### src/rtl/syncWrPkg.sv
package syncWrPkg;
  localparam int ADDR_W   = 3;
  localparam int DATA_W   = 32;
  localparam int NUM_SYNC = 4;
  localparam int SEL_W    = $clog2(NUM_SYNC);

  localparam logic [ADDR_W-1:0] ADR_TIME  = 3'd0;
  localparam logic [ADDR_W-1:0] ADR_ALARM = 3'd1;
  localparam logic [ADDR_W-1:0] ADR_ICTL  = 3'd2;
  localparam logic [ADDR_W-1:0] ADR_PRESC = 3'd3;
  localparam logic [ADDR_W-1:0] ADR_STAT  = 3'd4;

  localparam int STAT_DONE_BIT = 15;
  localparam int STAT_PEND_BIT = 14;
  localparam int ICTL_W        = 16;
  localparam int ICTL_DONE_EN  = 15;

  // strobes from control to datapath
  typedef struct packed {
    logic             capture;
    logic             commit;
    logic [SEL_W-1:0] target;
  } wrStrobeT;

  // keep mask of each committed register
  function automatic logic [DATA_W-1:0] keepMask(input int idx);
    logic [DATA_W-1:0] m;
    case (idx)
      int'(ADR_ICTL):  m = DATA_W'({ICTL_W{1'b1}});
      int'(ADR_PRESC): m = DATA_W'(1);
      default:         m = '1;
    endcase
    return m;
  endfunction
endpackage

### src/rtl/syncWrCtrl.sv
module syncWrCtrl
  import syncWrPkg::*;
(
  input  logic              clk,
  input  logic              rstN,
  input  logic              busWe,
  input  logic [ADDR_W-1:0] busAddr,
  input  logic              clrDoneReq,
  input  logic              slowTick,
  input  logic              fastTick,
  input  logic              prescOn,
  output wrStrobeT          strb,
  output logic              pendingQ,
  output logic              completeQ
);
  logic isSynced, wrAccept, tickNow, commitNow, statClr;

  assign isSynced  = busAddr < ADDR_W'(NUM_SYNC);
  assign wrAccept  = busWe && isSynced && !pendingQ;
  assign tickNow   = prescOn ? slowTick : fastTick;
  assign commitNow = pendingQ && tickNow;
  assign statClr   = busWe && (busAddr == ADR_STAT) && clrDoneReq;

  always_ff @(posedge clk) begin
    if (!rstN) begin
      pendingQ <= 1'b0;
    end else if (commitNow) begin
      pendingQ <= 1'b0;
    end else if (wrAccept) begin
      pendingQ <= 1'b1;
    end
  end

  // a commit wins over a clear on the same edge
  always_ff @(posedge clk) begin
    if (!rstN) begin
      completeQ <= 1'b0;
    end else if (commitNow) begin
      completeQ <= 1'b1;
    end else if (statClr) begin
      completeQ <= 1'b0;
    end
  end

  always_comb begin
    strb.capture = wrAccept;
    strb.commit  = commitNow;
    strb.target  = busAddr[SEL_W-1:0];
  end
endmodule

### src/rtl/syncWrData.sv
module syncWrData
  import syncWrPkg::*;
(
  input  logic              clk,
  input  logic              rstN,
  input  wrStrobeT          strb,
  input  logic [DATA_W-1:0] busWdata,
  input  logic [ADDR_W-1:0] busAddr,
  input  logic              pendingQ,
  input  logic              completeQ,
  output logic [DATA_W-1:0] busRdata,
  output logic              prescOn,
  output logic              doneIrqEn
);
  logic [DATA_W-1:0] shadowQ;
  logic [SEL_W-1:0]  shadowSelQ;
  logic [DATA_W-1:0] liveQ [NUM_SYNC];
  logic [DATA_W-1:0] statWord;

  always_ff @(posedge clk) begin
    if (!rstN) begin
      shadowQ    <= '0;
      shadowSelQ <= '0;
    end else if (strb.capture) begin
      shadowQ    <= busWdata;
      shadowSelQ <= strb.target;
    end
  end

  for (genvar i = 0; i < NUM_SYNC; i++) begin : g_live
    always_ff @(posedge clk) begin
      if (!rstN) begin
        liveQ[i] <= '0;
      end else if (strb.commit && (shadowSelQ == SEL_W'(i))) begin
        liveQ[i] <= shadowQ & keepMask(i);
      end
    end
  end

  always_comb begin
    statWord                = '0;
    statWord[STAT_DONE_BIT] = completeQ;
    statWord[STAT_PEND_BIT] = pendingQ;
  end

  always_comb begin
    if (busAddr < ADDR_W'(NUM_SYNC)) begin
      busRdata = liveQ[busAddr[SEL_W-1:0]];
    end else if (busAddr == ADR_STAT) begin
      busRdata = statWord;
    end else begin
      busRdata = '0;
    end
  end

  assign prescOn   = liveQ[ADR_PRESC[SEL_W-1:0]][0];
  assign doneIrqEn = liveQ[ADR_ICTL[SEL_W-1:0]][ICTL_DONE_EN];
endmodule

### src/rtl/syncTickWriter.sv
module syncTickWriter
  import syncWrPkg::*;
(
  input  logic              clk,
  input  logic              rstN,
  input  logic              busWe,
  input  logic [ADDR_W-1:0] busAddr,
  input  logic [DATA_W-1:0] busWdata,
  output logic [DATA_W-1:0] busRdata,
  input  logic              slowTick,
  input  logic              fastTick,
  output logic              irqOut
);
  wrStrobeT strb;
  logic pendingQ, completeQ, prescOn, doneIrqEn;

  syncWrCtrl ctrl_i (
    .clk        (clk),
    .rstN       (rstN),
    .busWe      (busWe),
    .busAddr    (busAddr),
    .clrDoneReq (busWdata[STAT_DONE_BIT]),
    .slowTick   (slowTick),
    .fastTick   (fastTick),
    .prescOn    (prescOn),
    .strb       (strb),
    .pendingQ   (pendingQ),
    .completeQ  (completeQ)
  );

  syncWrData data_i (
    .clk       (clk),
    .rstN      (rstN),
    .strb      (strb),
    .busWdata  (busWdata),
    .busAddr   (busAddr),
    .pendingQ  (pendingQ),
    .completeQ (completeQ),
    .busRdata  (busRdata),
    .prescOn   (prescOn),
    .doneIrqEn (doneIrqEn)
  );

  assign irqOut = completeQ && doneIrqEn;
endmodule

### config.mk
export PLATFORM = sky130hd
export DESIGN_NAME = syncTickWriter
export DESIGN_NICKNAME = d
export VERILOG_FILES = /design/src/rtl/syncWrPkg.sv /design/src/rtl/syncWrCtrl.sv /design/src/rtl/syncWrData.sv /design/src/rtl/syncTickWriter.sv
export SDC_FILE = /design/constraint.sdc
export NUM_CORES = 1
export LEC_CHECK = 0
export ABC_AREA = 1
export ABC_CLOCK_PERIOD_IN_PS = 2600
export BUFFER_PORTS_ARGS = -buffer_cell sky130_fd_sc_hd__buf_2
export CAP_MARGIN = 20
export CORE_MARGIN = 2
export CORE_UTILIZATION = 48
export DETAILED_ROUTE_END_ITERATION = 8
export GPL_ROUTABILITY_DRIVEN = 0
export HOLD_SLACK_MARGIN = 0.15
export PLACE_DENSITY = 0.69
export SLEW_MARGIN = 20
export SYNTH_ARGS = -nofsm -noshare
export SYNTH_HDL_FRONTEND = slang
export SYNTH_SLANG_ARGS = --single-unit
### constraint.sdc
create_clock -name clk -period 2.6 [get_ports clk]
set_input_delay 0.26 -clock clk [delete_from_list [all_inputs] [get_ports clk]]
set_output_delay 0.26 -clock clk [all_outputs]
set_load 0.02 [all_outputs]
### Word-level counts from Yosys, hierarchy flattened

Memory sizes are Yosys's and may differ from the RTL's.
Cells that the tools add are included.

| cells by class | value |
|---|---|
| order comparisons | 1 |
| eq/ne operators | 4 |
| mux-type cells | 22 |
| bitwise logic cells | 5 |
| reductions and logical operators | 14 |

Operators by type and width:

| operator | count |
|---|---|
| two-way mux 32 bit | 5 |
| two-way mux 1 bit | 16 |
| two-way mux 16 bit | 1 |
| logical AND 1 bit | 10 |
| == test 2 bit, second input constant | 2 |
| OR 1 bit | 4 |
| == test 3 bit, second input constant | 1 |
| < comparator 3 bit, second input constant | 1 |
| == test 2 x 1 -> 1 bit, second input constant | 1 |
| zero test 2 bit | 1 |
| nonzero test 2 bit | 1 |
| OR reduction 2 bit | 1 |
| zero test 1 bit | 1 |
| inverter 1 bit | 1 |

| word-level totals | value |
|---|---|
| register bits after elaboration | 36 |
| RAM bits | 128 |
| bits of input ports | 40 |
| output and inout port bits | 33 |
| logic and storage cells | 51 |
| memories | 1 |

Memory list:

| memory | depth | bits a word | rd ports | clocked after memory_dff | write ports | RTL line | text |
|---|---|---|---|---|---|---|---|
| data_i.liveQ | 4 | 32 | 3 | 0 | 4 | syncWrData.sv:17 | `logic [DATA_W-1:0] liveQ [NUM_SYNC];` |

### Depth between registers and ports, before layout

Gate-level depths: netlist (run 1).
An unclocked memory read counts as a cell.

| depth | value |
|---|---|
| word-level depth | 8 |
| depth in mapped cells | 7 |
| depth with buffers taken out | 7 |

### Cells and area by module

From an unflattened synthesis (run 1), not the netlist that was laid out.

| unflattened totals | value |
|---|---|
| cell total of the unflattened synthesis | 524 |
| area, all modules | 4929.7 um2 |

Modules (own cells, without submodules):

| module | times used | cells each | area each (um2) |
|---|---|---|---|
| syncWrData | 1 | 497 | 4762.1 |
| syncWrCtrl | 1 | 25 | 160.2 |
| syncTickWriter | 1 | 2 | 7.5 |

### Least setup slack after synthesis (run 1)

No wires, ideal clock.

| timing | value |
|---|---|
| kind | register -> register |
| start point | memory data_i.liveQ[3][0] |
| end point | memory data_i.liveQ[0][0], enable pin |
| setup time | 0.389 ns |
| data arrival time | 1.535 ns |
| data required time | 2.211 ns |
| slack | 0.675 ns |
| cell stages (with the launch flop) | 8 |
| path buffers | 0 |
| cell sequence | edfxtp_1 inv_1 nand2_1 nand2_1 nand2_1 inv_1 nand2_1 nand2_1 |

RTL lines:

| item | RTL line |
|---|---|
| start, declared | syncWrData.sv:17 |

### Worst setup path after layout (run 1)

| timing | value |
|---|---|
| start point | input port busAddr[2] |
| end point | output port busRdata[3] |

| on the way | value |
|---|---|
| cells in the longest elaborated chain, start to end | 2 |

RTL lines:

| item | RTL line | text |
|---|---|---|
| start, declared | syncTickWriter.sv:7 | `input logic [ADDR_W-1:0] busAddr,` |
| < comparator 3 bit | syncWrData.sv:47 | `if (busAddr < ADDR_W'(NUM_SYNC)) begin` |
| two-way mux 32 bit | syncWrData.sv:47 |  |
| end, declared | syncTickWriter.sv:9 | `output logic [DATA_W-1:0] busRdata,` |

Every way passes these cells.

==> metrics.txt, run 1 <==
Die Area around 11000 sq um; Max-Slew Margin vs Limit 0.543; synth warn 0; post-synth design cell area ~5000 sq um; Hold Path Origin busAddr[0]; Peak supply drop a little under 400 uV; proportion of layout cells with a drive suffix above 1 0.178; Synth Flop Type edfxtp_1; WHS 0.193 ns; Setup Fix Bufs, Post-CTS 0; Max Clock Skew approximately 0.0071 ns; Area Overhead vs Synth 30.0%; cts bufs inserted 17; synthesized instance count approximately 560; Ports 73; R2R depth 6; DRT iter0 DRCs 240; top cells by count, synth 202 x nor2_1, 103 x nand2_1, 81 x edfxtp_1; Vert. Die Dim around 110 um; total gr overflow 0; Yosys reg bits 117; min cycle time layout between 2 and 2.5 ns; Arrival @ worst endpoint roughly 2.2 ns; clk slew on worst S/H paths ~0.05 ns; xor-xnor portion of the synthesized cell area 0; area share of the largest cell type after synthesis 0.489; clock root buffer clkbuf_8; vias in the first global route 3817; die extent in x approximately 110 um; Max Freq approximately 410 MHz; # setup viols final 0; Worst Tran Pin Value roughly 0.68 ns; Port Buffers 72; RR Startpoint data_i.liveQ[3][0]$_DFFE_PP_; Vias/cell just under 5; Tcrit/Tclk final 0.946; power density cells slightly below 800 nW/um^2; Core Area around 10000 sq um; ANT cells 0; fillers between 800 and 900; top post-synthesis cells by area edfxtp_1 49%, nor2_1 15%, dfxtp_1 15%; detailed-route via count approximately 4000; Fin. Hold Viols 0; worst min path class input port to flip-flop; worst r2r dst data_i.liveQ[1][10]$_SDFFCE_PN0P_; routed wire length 11.5 mm; largest net degree at the start of global routing 41; sequential cell area fraction in the yosys report 0.634; first-pass GRT wire length 18.4 mm; GRT Util Overall 0.218; complex-gate fraction of the synthesized area 0.0493; sequential cell area around 3200 sq um; initial antenna violation count 0; async set-reset flop share out of synthesis 0; Synth Area in Simple Gates 0.248; Hold Path End data_i.shadowSelQ[0]$_SDFFE_PN0P_; Critical Path Source Type input port; clock buffer depth 2; CTS tree yes; drt wl/cell ~14 um; Post-Layout Cell Count between 800 and 900; critical path endpoint category output pin; Setup WS post-layout between 0.1 and 0.15 ns; Placed Cells 748; Distinct cells, synth 22; Starting Density 0.488; area leader, netlist edfxtp_1; Placement Rows 37; setup TNS 0 ns; flop-to-flop setup slack about 0.69 ns; most instantiated library cell after synthesis nor2_1; critical path peak fanout 18; hpwl dp 7.03 mm; Required @ worst endpoint around 2.3 ns; status complete, no violations; Pre-antenna DRT Iters 5; H-tree levels 4; clk_lat worst skew ~0.53 ns; EDFF count, synth 81; worst hold path depth 3; adder-cell share of the synthesized area 0; # DRC 0; RSZ-0062 raised after global routing no; Multi-input gate area 1480 sq um; MaxCap Viol Count 0; multiplexer share of the synthesized area 0; Setup CP Type input port to output pin; dpl ws around 0.67 ns; Final #Nets between 700 and 800; largest family of logic cells by synthesized area simple AND/OR/NAND/NOR gates; post-route ant nets 0; clock sinks 117; synthesized area per cell just under 9 sq um; Slew Limit Fails 0; Post-Syn Nets just under 600; P_leak 2.85 nW
==> worst max-delay path by stage <==
stage | cells after the start | slack [ns] | start | to
6_report | 7 | 0.14 | busAddr[2] | busRdata[3]
5_1_grt | 7 | 0.08 | busAddr[2] | busRdata[3]
4_1_cts | 7 | 0.19 | busAddr[2] | busRdata[2]
3_5_place_dp | 4 | 0.67 | rstN | data_i.liveQ[1][20]$_SDFFCE_PN0P_
3_3_place_gp | 4 | 0.71 | rstN | data_i.liveQ[1][11]$_SDFFCE_PN0P_
2_1_floorplan | 7 | 0.68 | data_i.liveQ[3][0]$_DFFE_PP_ | data_i.liveQ[0][0]$_SDFFCE_PN0P_
==> state kept, by name, indices dropped and copies added, names as in the netlist <==
| name | count |
|---|---|
| ctrl_i.completeQ | 1 |
| data_i.shadowSelQ | 2 |
| data_i.liveQ | 81 |
| data_i.shadowQ | 32 |
| ctrl_i.pendingQ | 1 |
==> per-stage QoR <==
stage	total power, mW	utilization	area, sq um
after floorplan	2.39	-	4970
after global placement	2.51	0.536	5460
after detailed placement	2.52	0.536	5460
after CTS	5.11	0.634	6460
after global routing	5.24	0.634	6460
final	5.08	0.634	6460
==> cell families (layout without fill, tap and decap cells) <==
family          after synthesis  in the layout
simple gates                317            317
compound gates               49             49
flops                       117            117
buf+inv                      73            197
==> repair_timing <==
action                    in CTS  in global routing
hold endpoints to repair      34                  0
hold buffers                  36                  0
resized for setup              0                  0
==> critical path: stages <==
cell	delay [ns]
dlygate4sd3_1	0.55
buf_2	0.18
nor2_2	0.31
buf_4	0.29
o21ai_0	0.10
o21ai_0	0.27
buf_2	0.23
==> placed cells by master (no fill, tap or decap), drive strengths merged <==
master / n
a21oi: 4
buf: 86
bufinv: 6
clkbuf: 21
clkinv: 5
dfxtp: 36
dlygate4sd3: 36
edfxtp: 81
inv: 43
nand2: 103
nand3: 4
nand4: 5
nor2: 202
nor3: 3
o21ai: 45
==> layer usage <==
metal | track usage | wire length (um)
met5 | 0 | 0
met1 | 0.263 | 4860
met4 | 0.0940 | 246
met2 | 0.366 | 5770
met3 | 0.0581 | 645
==> final cells by class <==
type,count,share of cell area
Clock inverter,11,0.0318
Clock buffer,21,0.0680
Sequential cell,117,0.488
Timing Repair Buffer,122,0.132
Inverter,43,0.0250
Tap cell,136,0.0263
Multi-Input combinational cell,366,0.229
==> where the power goes <==
part / internal (mW) / leakage, nW / switching, mW
Clock: 1.77 / 0.319 / 0.787
Combinational: 0.147 / 1.40 / 0.268
Sequential: 2.08 / 1.13 / 0.0288
Total: 4.00 / 2.85 / 1.08
Note: power is estimated with default switching activity, not from simulation.
==> run 2, diff against run 1 <==
BUFFER_PORTS_ARGS = -buffer_cell sky130_fd_sc_hd__buf_4   (was -buffer_cell sky130_fd_sc_hd__buf_2)
==> run 2 against run 1 <==
Compared with the run above:
- worst hold slack got worse by 0.031 ns
- cell count decreased by 0.25%
- core utilization increased by 0.92 points
- sequential power about the same
- non-clock buffer count decreased by 2
- largest power group unchanged
- final area increased by 1.5%
- setup slack improved by 0.21 ns
- total power decreased by 5.1%
- clock-buffer cell count increased by 3
- combinational power increased by 6.3%
- critical path type unchanged
- clock skew about the same
- die area unchanged
==> metrics.txt, run 2 (same netlist as run 1, synthesis figures left out) <==
Max Freq 444 MHz (+9.3%); CP top delay family buffers and inverters; clock sinks 117 (unchanged); Multi-input gate area 1480 sq um (unchanged); setup TNS 0 ns (unchanged); sequential cell area 3150 sq um (unchanged); crit-path cells dlygate4sd3_1 > buf_4 > nor3_4 > nand2_1 > o21ai_0 > buf_4; Max Clock Skew 0.00742 ns (+0.000291 ns); status complete, no violations; MaxCap Viol Count 0 (unchanged); Arrival @ worst endpoint 1.99 ns (-0.21 ns); Placement Rows 37 (unchanged); P_leak 2.84 nW (-0.24%); post-route ant nets 0 (unchanged); routed wire length 11.3 mm (-1.8%); Starting Density 0.488 (unchanged); Regs by FF count data_i.liveQ (81), data_i.shadowQ (32), data_i.shadowSelQ (2); DRT iter0 DRCs 156 (-35%); critical path peak fanout 15 (-3); Tcrit/Tclk final 0.865 (-0.0809); Peak supply drop 329 uV (-15%); largest net degree at the start of global routing 44 (+7.3%); # setup viols final 0 (unchanged); clk slew on worst S/H paths 0.05 ns (about the same); Setup CP Type input port to output pin; worst min path class input port to flip-flop; RSZ-0062 raised after global routing no; clk_lat worst skew 0.51 ns (-0.02 ns); detailed-route via count 3968 (-0.20%); Ports 73 (unchanged); Fin. Hold Viols 0 (unchanged); Critical Path Source Type input port; slowest cell delay on critical path 0.56 ns (about the same); proportion of layout cells with a drive suffix above 1 0.176 (-0.00242); vias in the first global route 3742 (-2.0%); total gr overflow 0 (unchanged); Reg with most FFs data_i.liveQ; slowest library cell on the worst path dlygate4sd3_1; initial antenna violation count 0 (unchanged); most used cell, CP buf_4; max reg flops 81 (unchanged); power density cells 736 nW/um^2 (-6.4%); ANT cells 0 (unchanged); Final #Nets 705 (-0.28%); H-tree levels 4 (unchanged); Vias/cell 4.87 (about the same); Die Area 11200 sq um (unchanged); clock buffer depth 2 (unchanged); Worst Tran Pin Value 0.759 ns (+0.0756 ns); # DRC 0 (unchanged); Required @ worst endpoint 2.34 ns (about the same); hpwl dp 6.84 mm (-2.6%); fillers 848 (-0.24%); Max-Slew Margin vs Limit 0.493 (-0.0502); cts bufs inserted 17 (unchanged); Placed Cells 747 (-0.13%); Slew Limit Fails 0 (unchanged); critical path endpoint category output pin; clock root buffer clkbuf_8; leading cell types in the layout, fill and taps excluded 201 x nor2_1, 103 x nand2_1, 84 x buf_4; GRT Util Overall 0.209 (-0.00823); Vert. Die Dim 106 um (unchanged); die extent in x 106 um (unchanged); Port Buffers 72 (unchanged); Post-Layout Cell Count 814 (-0.25%); Setup Fix Bufs, Post-CTS 0 (unchanged); Pre-antenna DRT Iters 4 (-1); Area Overhead vs Synth 31.9%; drt wl/cell 13.9 um (-1.6%); min cycle time layout 2.25 ns (-0.210 ns); number of buffers and inverters on the critical path 3 (-1); most common cell after layout, fill and taps aside nor2_1; first-pass GRT wire length 17.8 mm (-3.1%); Core Area 10200 sq um (unchanged); CTS tree yes
[run 2: changes by cell type in the layout (fill, tap and decap cells not counted), sizes merged]
cell	before	now
bufinv	6	2
clkinvlp	0	2
dlygate4sd3	36	35
clkbuf	21	24
clkinv	5	4
buf	86	85
[run 2: worst reg2reg max path, stage by stage, from the launching register on]
cell and delay (ns):
edfxtp_1 0.40, inv_1 0.07, nand2_1 0.04, nand2_1 0.14
nand2_1 0.12, inv_1 0.12, nand2_1 0.07, nand2_1 0.56
[run 2: final cells by class]
type | count | share of cell area
Clock buffer | 24 | 0.0752
Clock inverter | 8 | 0.0145
Inverter | 43 | 0.0246
Multi-Input combinational cell | 366 | 0.226
Sequential cell | 117 | 0.481
Tap cell | 136 | 0.0260
Timing Repair Buffer | 120 | 0.153
[run 2: stage by stage]
step | power [mW] | instance area, sq um | hold slack [ns] | util | worst slack (ns)
floorplan | 2.39 | 4970 | 0.395 | - | 0.675
global placement | 2.54 | 5620 | 0.453 | 0.551 | 0.752
detailed placement | 2.55 | 5620 | 0.476 | 0.551 | 0.664
CTS | 4.85 | 6560 | 0.157 | 0.644 | 0.377
global route | 4.98 | 6560 | 0.223 | 0.644 | 0.286
finish | 4.82 | 6560 | 0.162 | 0.644 | 0.350
[run 2: power by group]
group          switching [mW]  internal [mW]  total [mW]
combinational           0.267          0.174       0.441
sequential             0.0287           2.08        2.11
clock                   0.774           1.50        2.27
[run 2: what timing repair did]
item / CTS / global route
hold endpoints to repair: 34 / 0
hold buffers: 35 / 0
resized for setup: 0 / 0
[run 2: path summary, 6_finish.rpt]
kind	from	end	slack (ns)	depth (start not counted)
setup / recovery	busAddr[2]	busRdata[1]	0.35	6
hold reg to reg	data_i.shadowQ[0]$_SDFFE_PN0P_	data_i.shadowQ[0]$_SDFFE_PN0P_	0.48	2
setup reg to reg	data_i.liveQ[3][0]$_DFFE_PP_	data_i.liveQ[2][14]$_SDFFCE_PN0P_	0.69	7
hold / removal	busWe	ctrl_i.completeQ$_SDFFE_PN0P_	0.16	6
[run 2: layer usage]
layer / routed length [um] / up-vias / global-route usage
met2: 5760 / 123 / 0.356
met1: 4700 / 1856 / 0.259
met5: 0 / - / 0
li1: - / 1978 / -
met3: 724 / 11 / 0.0538
met4: 133 / 0 / 0.0742
==> run 3, diff against run 2 <==
ABC_CLOCK_PERIOD_IN_PS = unset   (was 2600)
CORE_UTILIZATION = 41   (was 48)
PLACE_DENSITY = unset   (was 0.69)
==> run 3 against run 2 <==
Compared with the run above:
- worst hold slack gained 0.024 ns
- final area is essentially flat
- clock skew grew 0.0014 ns
- clock power is essentially flat
- non-clock buffer count is the same
- critical path depth grew 1
- die area grew 16%
- cell count grew 1.4%
- sequential power is essentially flat
- sequential share of layout area is essentially flat
- via count shrank 3.6%
- first-iteration DRC count grew 72%
==> metrics.txt, run 3 (same netlist as run 1, synthesis figures left out) <==
Ports 73 (unchanged); Int Pwr 3.69 mW (-1.7%); slowest cell delay on critical path 0.54 ns (-0.02 ns); setup TNS 0 ns (unchanged); most common cell after layout, fill and taps aside nor2_1; Reg with most FFs data_i.liveQ; crit-path cells dlygate4sd3_1 > buf_4 > nor2_2 > buf_4 > o21ai_0 > o21ai_0 > buf_4; most used cell, CP buf_4; Placed Cells 760 (+1.7%); proportion of layout cells with a drive suffix above 1 0.181 (+0.00590); Placement Rows 40 (+8.1%); hold_buf cts 33 (-5.7%); Regs by FF count data_i.liveQ (81), data_i.shadowQ (32), data_i.shadowSelQ (2); fillers 1080 (+27%); Vert. Die Dim 114 um (+7.9%); number of buffers and inverters on the critical path 4 (+1); clock root buffer clkbuf_16; Post-Layout Cell Count 825 (+1.4%); clock buffer depth 2 (unchanged); power consumption 4.80 mW (-0.39%); die extent in x 114 um (+7.9%); detailed-route via count 3827 (-3.6%); Max-Slew Margin vs Limit 0.489 (-0.00406); sw frac 0.232 (+0.0105); Die Area 13000 sq um (+16%); Logic pwr share 0.091 (about the same); max reg flops 81 (unchanged); CP top delay family buffers and inverters; Starting Density 0.417 (-0.0707); ANT cells 0 (unchanged); Port Buffers 72 (unchanged); post-route ant nets 0 (unchanged); Core Area 11900 sq um (+17%); routed wire length 11.5 mm (+1.7%); critical path peak fanout 13 (-2); Max Freq 406 MHz (-8.7%); MaxCap Viol Count 0 (unchanged); H-tree levels 4 (unchanged); clk_lat worst skew 0.41 ns (-0.10 ns); min cycle time layout 2.46 ns (+0.214 ns); Sequential Power Share 0.440 (+0.002); Arrival @ worst endpoint 2.20 ns (+0.21 ns); cts bufs inserted 17 (unchanged); Peak supply drop 338 uV (+2.6%); Pre-antenna DRT Iters 5 (+1); drt wl/cell 14.0 um (+0.39%); critical path endpoint category output pin; Final #Nets 705 (unchanged); # setup viols final 0 (unchanged); Required @ worst endpoint 2.34 ns (about the same); P_leak 2.83 nW (-0.40%); slowest library cell on the worst path dlygate4sd3_1; Worst Tran Pin Value 0.765 ns (+0.00608 ns); switching power 1.12 mW (+4.3%); largest net degree at the start of global routing 39 (-11%); RSZ-0062 raised after global routing no; power density cells 733 nW/um^2 (-0.37%); Area Overhead vs Synth 31.9% (about the same); leading cell types in the layout, fill and taps excluded 201 x nor2_1, 103 x nand2_1, 86 x buf_4; Vias/cell 4.64 (-4.8%); # DRC 0 (unchanged); total gr overflow 0 (unchanged); initial antenna violation count 0 (unchanged); Setup Fix Bufs, Post-CTS 0 (unchanged); clk slew on worst S/H paths 0.05 ns (about the same); DRT iter0 DRCs 268 (+72%); Setup CP Type input port to output pin; worst min path class input port to flip-flop; WHS 0.185 ns (+0.0235 ns); CTS tree yes; status complete, no violations; GRT Util Overall 0.190 (-0.0190); hpwl dp 7.25 mm (+6.0%); first-pass GRT wire length 18.8 mm (+5.3%); Max Clock Skew 0.00884 ns (+0.00142 ns); clock sinks 117 (unchanged); Clock power frac 0.469 (about the same); vias in the first global route 3814 (+1.9%); Slew Limit Fails 0 (unchanged); post-cts gate resize count 0 (unchanged); Tcrit/Tclk final 0.948 (+0.0822); Fin. Hold Viols 0 (unchanged); Critical Path Source Type input port
## run 3: final timing paths
| kind | start | endpoint | slack [ns] | cells past startpoint |
|---|---|---|---|---|
| setup / recovery | busAddr[1] | busRdata[2] | 0.14 | 7 |
| hold / removal | busWe | data_i.shadowQ[0]$_SDFFE_PN0P_ | 0.19 | 3 |
| setup reg to reg | data_i.liveQ[3][0]$_DFFE_PP_ | data_i.liveQ[2][11]$_SDFFCE_PN0P_ | 0.58 | 7 |
| hold reg to reg | data_i.shadowQ[0]$_SDFFE_PN0P_ | data_i.shadowQ[0]$_SDFFE_PN0P_ | 0.48 | 2 |
## run 3: tightest hold or removal path, cell delays in order
cell     delay [ns]
buf_4          0.13
nand4_1        0.08
a21oi_1        0.07
## run 3: final cells by class
type,instances,area (sq um),share of cell area
repair buffers,120,996,0.152
well taps,147,184,0.0281
clock buffers,20,447,0.0682
clock inverters,12,131,0.0200
inverters,43,161,0.0246
multi-input cells,366,1480,0.226
flip-flops and latches,117,3150,0.481
## run 3: routing by layer
layer,vias to the layer above,wire [um],track usage
li1,1980,-,-
met1,1743,5000,0.235
met2,91,5760,0.324
met3,13,558,0.0429
met4,0,192,0.0772
met5,-,0,0
## run 3: metrics by stage
stage | util | setup slack [ns] | instance area, sq um
5_1_grt | 0.550 | 0.00348 | 6550
6_report | 0.550 | 0.136 | 6550
4_1_cts | 0.550 | 0.101 | 6550
2_1_floorplan | - | 0.675 | 4970
3_5_place_dp | 0.474 | 0.568 | 5650
3_3_place_gp | 0.474 | 0.600 | 5650
## run 3: power by group through the flow
stage                     clock, mW  sequential (mW)  combinational, mW
final                          2.25             2.11              0.437
after global routing           2.37             2.12              0.493
after CTS                      2.30             2.11              0.443
after detailed placement          0             2.15              0.402
after global placement            0             2.15              0.396
after floorplan                   0             2.14              0.247
